### src/rtl/aer_cls_pkg.sv
`timescale 1ns/1ps
package aer_cls_pkg;
  localparam int STS_W = 32;
  localparam int DEV_W = 4;
  localparam int CTL_W = 5;

  localparam logic [STS_W-1:0] UNC_SUPPORTED     = 32'h03BF_F030;
  localparam logic [STS_W-1:0] UNC_FATAL_DEFAULT = 32'h0006_2030;
  localparam logic [STS_W-1:0] UNC_UR_BIT        = 32'h0010_0000;
  localparam logic [STS_W-1:0] COR_SUPPORTED     = 32'h0000_F1C1;
  localparam logic [STS_W-1:0] COR_ADVISORY_BIT  = 32'h0000_2000;
  localparam logic [STS_W-1:0] COR_HDR_OVF_BIT   = 32'h0000_8000;

  localparam int DS_COR = 0;
  localparam int DS_NF  = 1;
  localparam int DS_FAT = 2;
  localparam int DS_UR  = 3;

  localparam int CT_COR  = 0;
  localparam int CT_NF   = 1;
  localparam int CT_FAT  = 2;
  localparam int CT_UR   = 3;
  localparam int CT_SERR = 4;

  typedef enum logic [2:0] {
    SEV_NONE = 3'd0,
    SEV_COR  = 3'd1,
    SEV_NF   = 3'd2,
    SEV_FAT  = 3'd4
  } sev_e;

  typedef enum logic [2:0] {
    SEL_UMASK = 3'd0,
    SEL_USEV  = 3'd1,
    SEL_CMASK = 3'd2,
    SEL_CTRL  = 3'd3,
    SEL_USTS  = 3'd4,
    SEL_CSTS  = 3'd5,
    SEL_DSTS  = 3'd6
  } sel_e;

  typedef struct packed {
    logic [STS_W-1:0] unc_mask;
    logic [STS_W-1:0] unc_sev;
    logic [STS_W-1:0] cor_mask;
    logic [CTL_W-1:0] ctrl;
  } cfg_t;

  typedef struct packed {
    logic [DEV_W-1:0] dev_set;
    logic [STS_W-1:0] cor_set;
    logic [STS_W-1:0] unc_set;
    logic             log_req;
    logic             msg_en;
    sev_e             sev;
  } verdict_t;
endpackage

### src/rtl/aer_cls_cfg.sv
`timescale 1ns/1ps
module aer_cls_cfg
  import aer_cls_pkg::*;
(
  input  logic             clk,
  input  logic             rst_n,
  input  logic             cfg_we,
  input  logic [2:0]       cfg_sel,
  input  logic [STS_W-1:0] cfg_wdata,
  output cfg_t             cfg
);
  cfg_t cfg_q, cfg_d;
  logic cfg_en;

  always_comb begin
    cfg_d  = cfg_q;
    cfg_en = 1'b0;
    if (cfg_we) begin
      unique case (cfg_sel)
        SEL_UMASK: begin cfg_d.unc_mask = cfg_wdata & UNC_SUPPORTED; cfg_en = 1'b1; end
        SEL_USEV:  begin cfg_d.unc_sev  = cfg_wdata & UNC_SUPPORTED; cfg_en = 1'b1; end
        SEL_CMASK: begin cfg_d.cor_mask = cfg_wdata & COR_SUPPORTED; cfg_en = 1'b1; end
        SEL_CTRL:  begin cfg_d.ctrl     = cfg_wdata[CTL_W-1:0];      cfg_en = 1'b1; end
        default:   cfg_en = 1'b0;
      endcase
    end
  end

  always_ff @(posedge clk or negedge rst_n) begin
    if (!rst_n) begin
      cfg_q.unc_mask <= '0;
      cfg_q.unc_sev  <= UNC_FATAL_DEFAULT;
      cfg_q.cor_mask <= '0;
      cfg_q.ctrl     <= '0;
    end else if (cfg_en) begin
      cfg_q <= cfg_d;
    end
  end

  assign cfg = cfg_q;
endmodule

### src/rtl/aer_cls_decide.sv
`timescale 1ns/1ps
module aer_cls_decide
  import aer_cls_pkg::*;
(
  input  logic [STS_W-1:0] status,
  input  logic             corr,
  input  logic             adv,
  input  cfg_t             cfg,
  output verdict_t         verdict
);
  logic [STS_W-1:0] code;
  logic [STS_W-1:0] cbit;
  logic             single;
  logic             is_ur;
  logic             fatal;
  logic             to_adv;

  always_comb begin
    code    = status & (corr ? COR_SUPPORTED : UNC_SUPPORTED);
    single  = (code != '0) && ((code & (code - 1'b1)) == '0);
    is_ur   = !corr && (code == UNC_UR_BIT);
    fatal   = !corr && ((code & cfg.unc_sev) != '0);
    to_adv  = !corr && !fatal && adv;
    cbit    = corr ? code : COR_ADVISORY_BIT;
    verdict = '0;
    if (single) begin
      if (corr || to_adv) begin
        verdict.dev_set[DS_COR] = 1'b1;
        verdict.dev_set[DS_UR]  = is_ur;
        verdict.cor_set         = cbit;
        if ((cfg.cor_mask & cbit) == '0) begin
          if (to_adv) begin
            verdict.unc_set = code;
            verdict.log_req = (cfg.unc_mask & code) == '0;
          end
          verdict.msg_en = cfg.ctrl[CT_COR] && !(is_ur && !cfg.ctrl[CT_UR]);
          verdict.sev    = SEV_COR;
        end
      end else begin
        verdict.dev_set[DS_FAT] = fatal;
        verdict.dev_set[DS_NF]  = !fatal;
        verdict.dev_set[DS_UR]  = is_ur;
        verdict.unc_set         = code;
        if ((cfg.unc_mask & code) == '0) begin
          verdict.log_req = 1'b1;
          if (!(is_ur && !cfg.ctrl[CT_UR] && !cfg.ctrl[CT_SERR])) begin
            verdict.msg_en = cfg.ctrl[CT_SERR] ||
                             (fatal ? cfg.ctrl[CT_FAT] : cfg.ctrl[CT_NF]);
          end
          verdict.sev = fatal ? SEV_FAT : SEV_NF;
        end
      end
    end
  end
endmodule

### src/rtl/aer_cls_status.sv
`timescale 1ns/1ps
module aer_cls_status
  import aer_cls_pkg::*;
(
  input  logic             clk,
  input  logic             rst_n,
  input  logic             go,
  input  verdict_t         verdict,
  input  logic             cfg_we,
  input  logic [2:0]       cfg_sel,
  input  logic [STS_W-1:0] cfg_wdata,
  output logic [STS_W-1:0] unc_sts,
  output logic [STS_W-1:0] cor_sts,
  output logic [DEV_W-1:0] dev_sts
);
  logic [STS_W-1:0] unc_q, unc_d, cor_q, cor_d;
  logic [DEV_W-1:0] dev_q, dev_d;
  logic             sts_en;

  always_comb begin
    unc_d  = unc_q;
    cor_d  = cor_q;
    dev_d  = dev_q;
    sts_en = go;
    if (cfg_we) begin
      unique case (cfg_sel)
        SEL_USTS: begin unc_d = unc_q & ~cfg_wdata;            sts_en = 1'b1; end
        SEL_CSTS: begin cor_d = cor_q & ~cfg_wdata;            sts_en = 1'b1; end
        SEL_DSTS: begin dev_d = dev_q & ~cfg_wdata[DEV_W-1:0]; sts_en = 1'b1; end
        default:  ;
      endcase
    end
    if (go) begin
      unc_d = unc_d | verdict.unc_set;
      cor_d = cor_d | verdict.cor_set;
      dev_d = dev_d | verdict.dev_set;
    end
  end

  always_ff @(posedge clk or negedge rst_n) begin
    if (!rst_n) begin
      unc_q <= '0;
      cor_q <= '0;
      dev_q <= '0;
    end else if (sts_en) begin
      unc_q <= unc_d;
      cor_q <= cor_d;
      dev_q <= dev_d;
    end
  end

  assign unc_sts = unc_q;
  assign cor_sts = cor_q;
  assign dev_sts = dev_q;
endmodule

### src/rtl/aer_err_classifier.sv
`timescale 1ns/1ps
module aer_err_classifier
  import aer_cls_pkg::*;
#(
  parameter int SRC_W = 16
) (
  input  logic             clk,
  input  logic             rst_n,
  input  logic             evt_valid,
  output logic             evt_ready,
  input  logic [31:0]      evt_status,
  input  logic             evt_corr,
  input  logic             evt_adv,
  input  logic [SRC_W-1:0] evt_src,
  input  logic             cfg_we,
  input  logic [2:0]       cfg_sel,
  input  logic [31:0]      cfg_wdata,
  output logic             hlog_req,
  input  logic             hlog_ovf,
  output logic             msg_valid,
  output logic [2:0]       msg_sev,
  output logic [SRC_W-1:0] msg_src,
  output logic [31:0]      unc_sts,
  output logic [31:0]      cor_sts,
  output logic [3:0]       dev_sts
);
  cfg_t             cfg;
  verdict_t         verdict;
  logic             accept, go;
  logic             pend_q, pend_d;
  logic [SRC_W-1:0] src_q, src_d, cur_src;
  logic [STS_W-1:0] cur_status;
  logic             cur_corr, cur_adv;
  logic             mv_d, mv_q;
  logic [2:0]       ms_d, ms_q;

  assign evt_ready = !pend_q;
  assign accept    = evt_valid && evt_ready;
  assign go        = accept || pend_q;

  always_comb begin
    if (pend_q) begin
      cur_status = COR_HDR_OVF_BIT;
      cur_corr   = 1'b1;
      cur_adv    = 1'b0;
      cur_src    = src_q;
    end else begin
      cur_status = evt_status;
      cur_corr   = evt_corr;
      cur_adv    = evt_adv;
      cur_src    = evt_src;
    end
  end

  aer_cls_cfg u_cfg (
    .clk(clk), .rst_n(rst_n), .cfg_we(cfg_we), .cfg_sel(cfg_sel),
    .cfg_wdata(cfg_wdata), .cfg(cfg)
  );

  aer_cls_decide u_decide (
    .status(cur_status), .corr(cur_corr), .adv(cur_adv),
    .cfg(cfg), .verdict(verdict)
  );

  aer_cls_status u_status (
    .clk(clk), .rst_n(rst_n), .go(go), .verdict(verdict),
    .cfg_we(cfg_we), .cfg_sel(cfg_sel), .cfg_wdata(cfg_wdata),
    .unc_sts(unc_sts), .cor_sts(cor_sts), .dev_sts(dev_sts)
  );

  assign hlog_req = accept && verdict.log_req;

  always_comb begin
    pend_d = hlog_req && hlog_ovf && verdict.msg_en;
    src_d  = pend_d ? evt_src : src_q;
    mv_d   = go && verdict.msg_en;
    ms_d   = mv_d ? verdict.sev : 3'd0;
  end

  always_ff @(posedge clk or negedge rst_n) begin
    if (!rst_n) begin
      pend_q <= 1'b0;
      mv_q   <= 1'b0;
      ms_q   <= '0;
    end else begin
      pend_q <= pend_d;
      mv_q   <= mv_d;
      ms_q   <= ms_d;
    end
  end

  always_ff @(posedge clk or negedge rst_n) begin
    if (!rst_n) begin
      src_q   <= '0;
      msg_src <= '0;
    end else begin
      if (pend_d) src_q <= src_d;
      if (mv_d)   msg_src <= cur_src;
    end
  end

  assign msg_valid = mv_q;
  assign msg_sev   = ms_q;
endmodule

### config.mk
export PLATFORM = sky130hd
export DESIGN_NAME = aer_err_classifier
export DESIGN_NICKNAME = d
export VERILOG_FILES = /design/src/rtl/aer_cls_pkg.sv /design/src/rtl/aer_cls_cfg.sv /design/src/rtl/aer_cls_decide.sv /design/src/rtl/aer_cls_status.sv /design/src/rtl/aer_err_classifier.sv
export SDC_FILE = /design/constraint.sdc
export NUM_CORES = 1
export LEC_CHECK = 0
export ABC_AREA = 1
export BUFFER_PORTS_ARGS = -buffer_cell sky130_fd_sc_hd__buf_2
export CAP_MARGIN = 20
export CORE_ASPECT_RATIO = 1.4
export CORE_MARGIN = 2
export CORE_UTILIZATION = 45
export CTS_BUF_LIST = sky130_fd_sc_hd__clkbuf_8
export DETAILED_ROUTE_END_ITERATION = 6
export PLACE_DENSITY = 0.67
export RECOVER_POWER = 100
export SLEW_MARGIN = 20
export SYNTH_ARGS = -nofsm -noshare
export SYNTH_HDL_FRONTEND = slang
export SYNTH_HIERARCHICAL = 1
export SYNTH_SLANG_ARGS = --single-unit
### constraint.sdc
create_clock -name clk -period 7.4 [get_ports clk]
set_clock_uncertainty 0.05 [all_clocks]
set_input_delay 0.74 -clock clk [delete_from_list [all_inputs] [get_ports clk]]
set_output_delay 0.74 -clock clk [all_outputs]
set_load 0.005 [all_outputs]
==> flow_metrics.tcl <==
set metrics [dict create \
    cts.sinks 148 \
    tns_ns 0 \
    rsz0062_at_grt "no" \
    drtIter0Drc 447 \
    synth.avg_cell_area_sq_um 7.05 \
    vdd_ir_drop_max_uv 109 \
    cap_viol_max_count 5 \
    drt_wl_total_mm 23.9 \
    chipHeight_um 169 \
    ios 180 \
    wl_per_cell_um 14.6 \
    slew_headroom_pct -236 \
    reg2reg_slack_ns 2.56 \
    path_depth 17 \
    cts_buffers 17 \
    cp.arrival_ns 4.51 \
    crit_type "reg -> out" \
    leakagePower_nw 5.57 \
    hold_depth 2 \
    io_buffers 166 \
    hp-start "u_cfg/cfg[55]$_DFFE_PN1P_" \
    fin_crit_ns 5.30 \
    grt_pass1_vias 7394 \
    dpl.hpwl_mm 16.7 \
    grtUsageTotal_pct 24.1 \
    drt-pass1-iter-count 5 \
    cp_top_family "simple AND/OR/NAND/NOR gates" \
    syn_inst 1236 \
    syn-cell-area_sq_um 8710 \
    clock.fmax_mhz 189 \
    cts_hold_buf 0 \
    tightest_slew_ns 5.04 \
    overflow 0 \
    num-nets-final 1463 \
    worst-path-buf-inv 3 \
    cts_tree "yes" \
    antenna_cells 0 \
    ctsResizeCount 0 \
    r2r_end "msg_src[10]$_DFFE_PN0N_" \
    vias 7692 \
    violations "capacitance limit, slew limit" \
    period_share_pct 71.7 \
    via_per_inst 4.71 \
    core_sq_um 19100 \
    worstPathMaxFanout 25 \
    cts_max_level 4 \
    rows 60 \
    path_cells "or2_2 -> inv_1 -> o21ai_1 -> inv_1 -> nor2_1 -> nand2_1 -> nor2_1 -> nand2_1 -> nand2_1 -> nor2_2 -> nand3_2 -> nor2_1 -> nand2_4 -> nor2_1 -> nand2_1 -> nor2_8 -> buf_2" \
    cts.reportedPaths.clkPinSlew_ns 0.09 \
    cp.required_ns 6.61 \
    drive_gt1_share_pct 15.1 \
    cpPeakStageDelay_ns 0.76 \
    start_kind "flop" \
    worst_skew_pair.late_latency_ns 0.46 \
    yosysWarnings 6 \
    slowest_stage "inv_1" \
    min_path_type "reg -> reg" \
    r2r_cells 15 \
    gp_congestion 0.923 \
    grt_max_degree 94 \
    postCtsSetupRepairBufs 0 \
    finalSetupViolCount 0 \
    finalMaxSlewViolations 240 \
    holdPathEnd "u_cfg/cfg[55]$_DFFE_PN1P_" \
    antenna_found_initial 1 \
    hold_viol_final 0 \
    r2r_start "pend_q$_DFF_PN0_" \
    drc_errors 0 \
    power_mw 1.87 \
    p_per_area_nw_per_um2 195 \
    grt_pass1_wl_mm 38.4 \
    cts-root-buf "clkbuf_8" \
    fillers 2096 \
    die_w_um 122 \
    initial_core_util_pct 45.5 \
    area_growth_pct 10.0 \
    clockBufferDepth 2 \
    status "finished with violations" \
    die-area_sq_um 20500 \
    end_kind "primary output" \
    ant_nets 0 \
]
==> registers in the layout, summed over array words and instances, names as in the netlist, 3 cells and up <==
register and cells:
src_q 16, msg_sev 3, u_status/unc_sts 32, msg_src 16, u_status/dev_sts 4, u_cfg/cfg 43
u_status/cor_sts 32
==> final cells by class <==
cell class	instances	area, sq um	share of cell area, %
clock inverters	15	188	1.96
repair buffers	169	787	8.21
clock buffers	17	234	2.44
flip-flops and latches	148	3710	38.7
well taps	248	310	3.24
inverters	122	463	4.83
multi-input cells	915	3900	40.6
==> layout by cell type (no fill, tap or decap), drive strengths merged <==
| cell | count |
|---|---|
| nand2 | 608 |
| dfrtp | 143 |
| nand3 | 129 |
| inv | 128 |
| buf | 117 |
| nor2 | 102 |
| clkbuf | 69 |
| conb | 49 |
| o21ai | 11 |
| dfstp | 5 |
| nand4 | 4 |
| clkinv | 4 |
| clkinvlp | 3 |
| a21oi | 3 |
| or2 | 2 |
| bufinv | 2 |
| o21bai | 2 |
| nor3 | 1 |
| and2 | 1 |
| nor2b | 1 |
| a22o | 1 |
| nand3b | 1 |
==> worst max path at each step <==
stage                                start                         to  slack, ns
after floorplan                   evt_corr                   hlog_req       3.93
after global placement            evt_corr                   hlog_req       2.57
after detailed placement          evt_corr                   hlog_req       2.58
after CTS                 pend_q$_DFF_PN0_                   hlog_req       2.53
after global routing                 rst_n  u_cfg/cfg[82]$_DFFE_PN0P_       1.39
final                     pend_q$_DFF_PN0_                   hlog_req       2.10
==> layer usage <==
| layer | up-vias | global-route usage (%) | part of all wire (%) |
|---|---|---|---|
| li1 | 3906 | - | - |
| met2 | 167 | 43.2 | 53 |
| met3 | 24 | 5.29 | 5.4 |
| met4 | 0 | 6.30 | 1.4 |
| met1 | 3595 | 29.1 | 41 |
| met5 | - | 0 | 0 |
==> stage by stage <==
step	instance area (sq um)	std cells	setup WS [ns]	hold slack, ns	util (%)
floorplan	8890	1283	3.93	0.392	-
global placement	9340	1602	2.57	0.401	48.8
detailed placement	9340	1602	2.58	0.403	48.8
CTS	9760	1634	2.53	0.323	51.0
global route	9590	1634	1.39	0.430	50.1
finish	9590	1634	2.10	0.416	50.1
==> power by group <==
group	total, mW	switching [mW]	internal (mW)
Clock	0.674	0.359	0.315
Sequential	0.908	0.0337	0.874
Combinational	0.286	0.193	0.0929
Total	1.87	0.586	1.28
==> worst register-to-register path, delay by kind of cell (launching register included) <==
family                 cells  cell delay (ns)
AND/OR/NAND/NOR           11             2.44
AO/OA/AOI/OAI              2             0.69
buffers and inverters      2             1.27
flip-flops                 1             0.35
(Power assumes the default switching activity.)
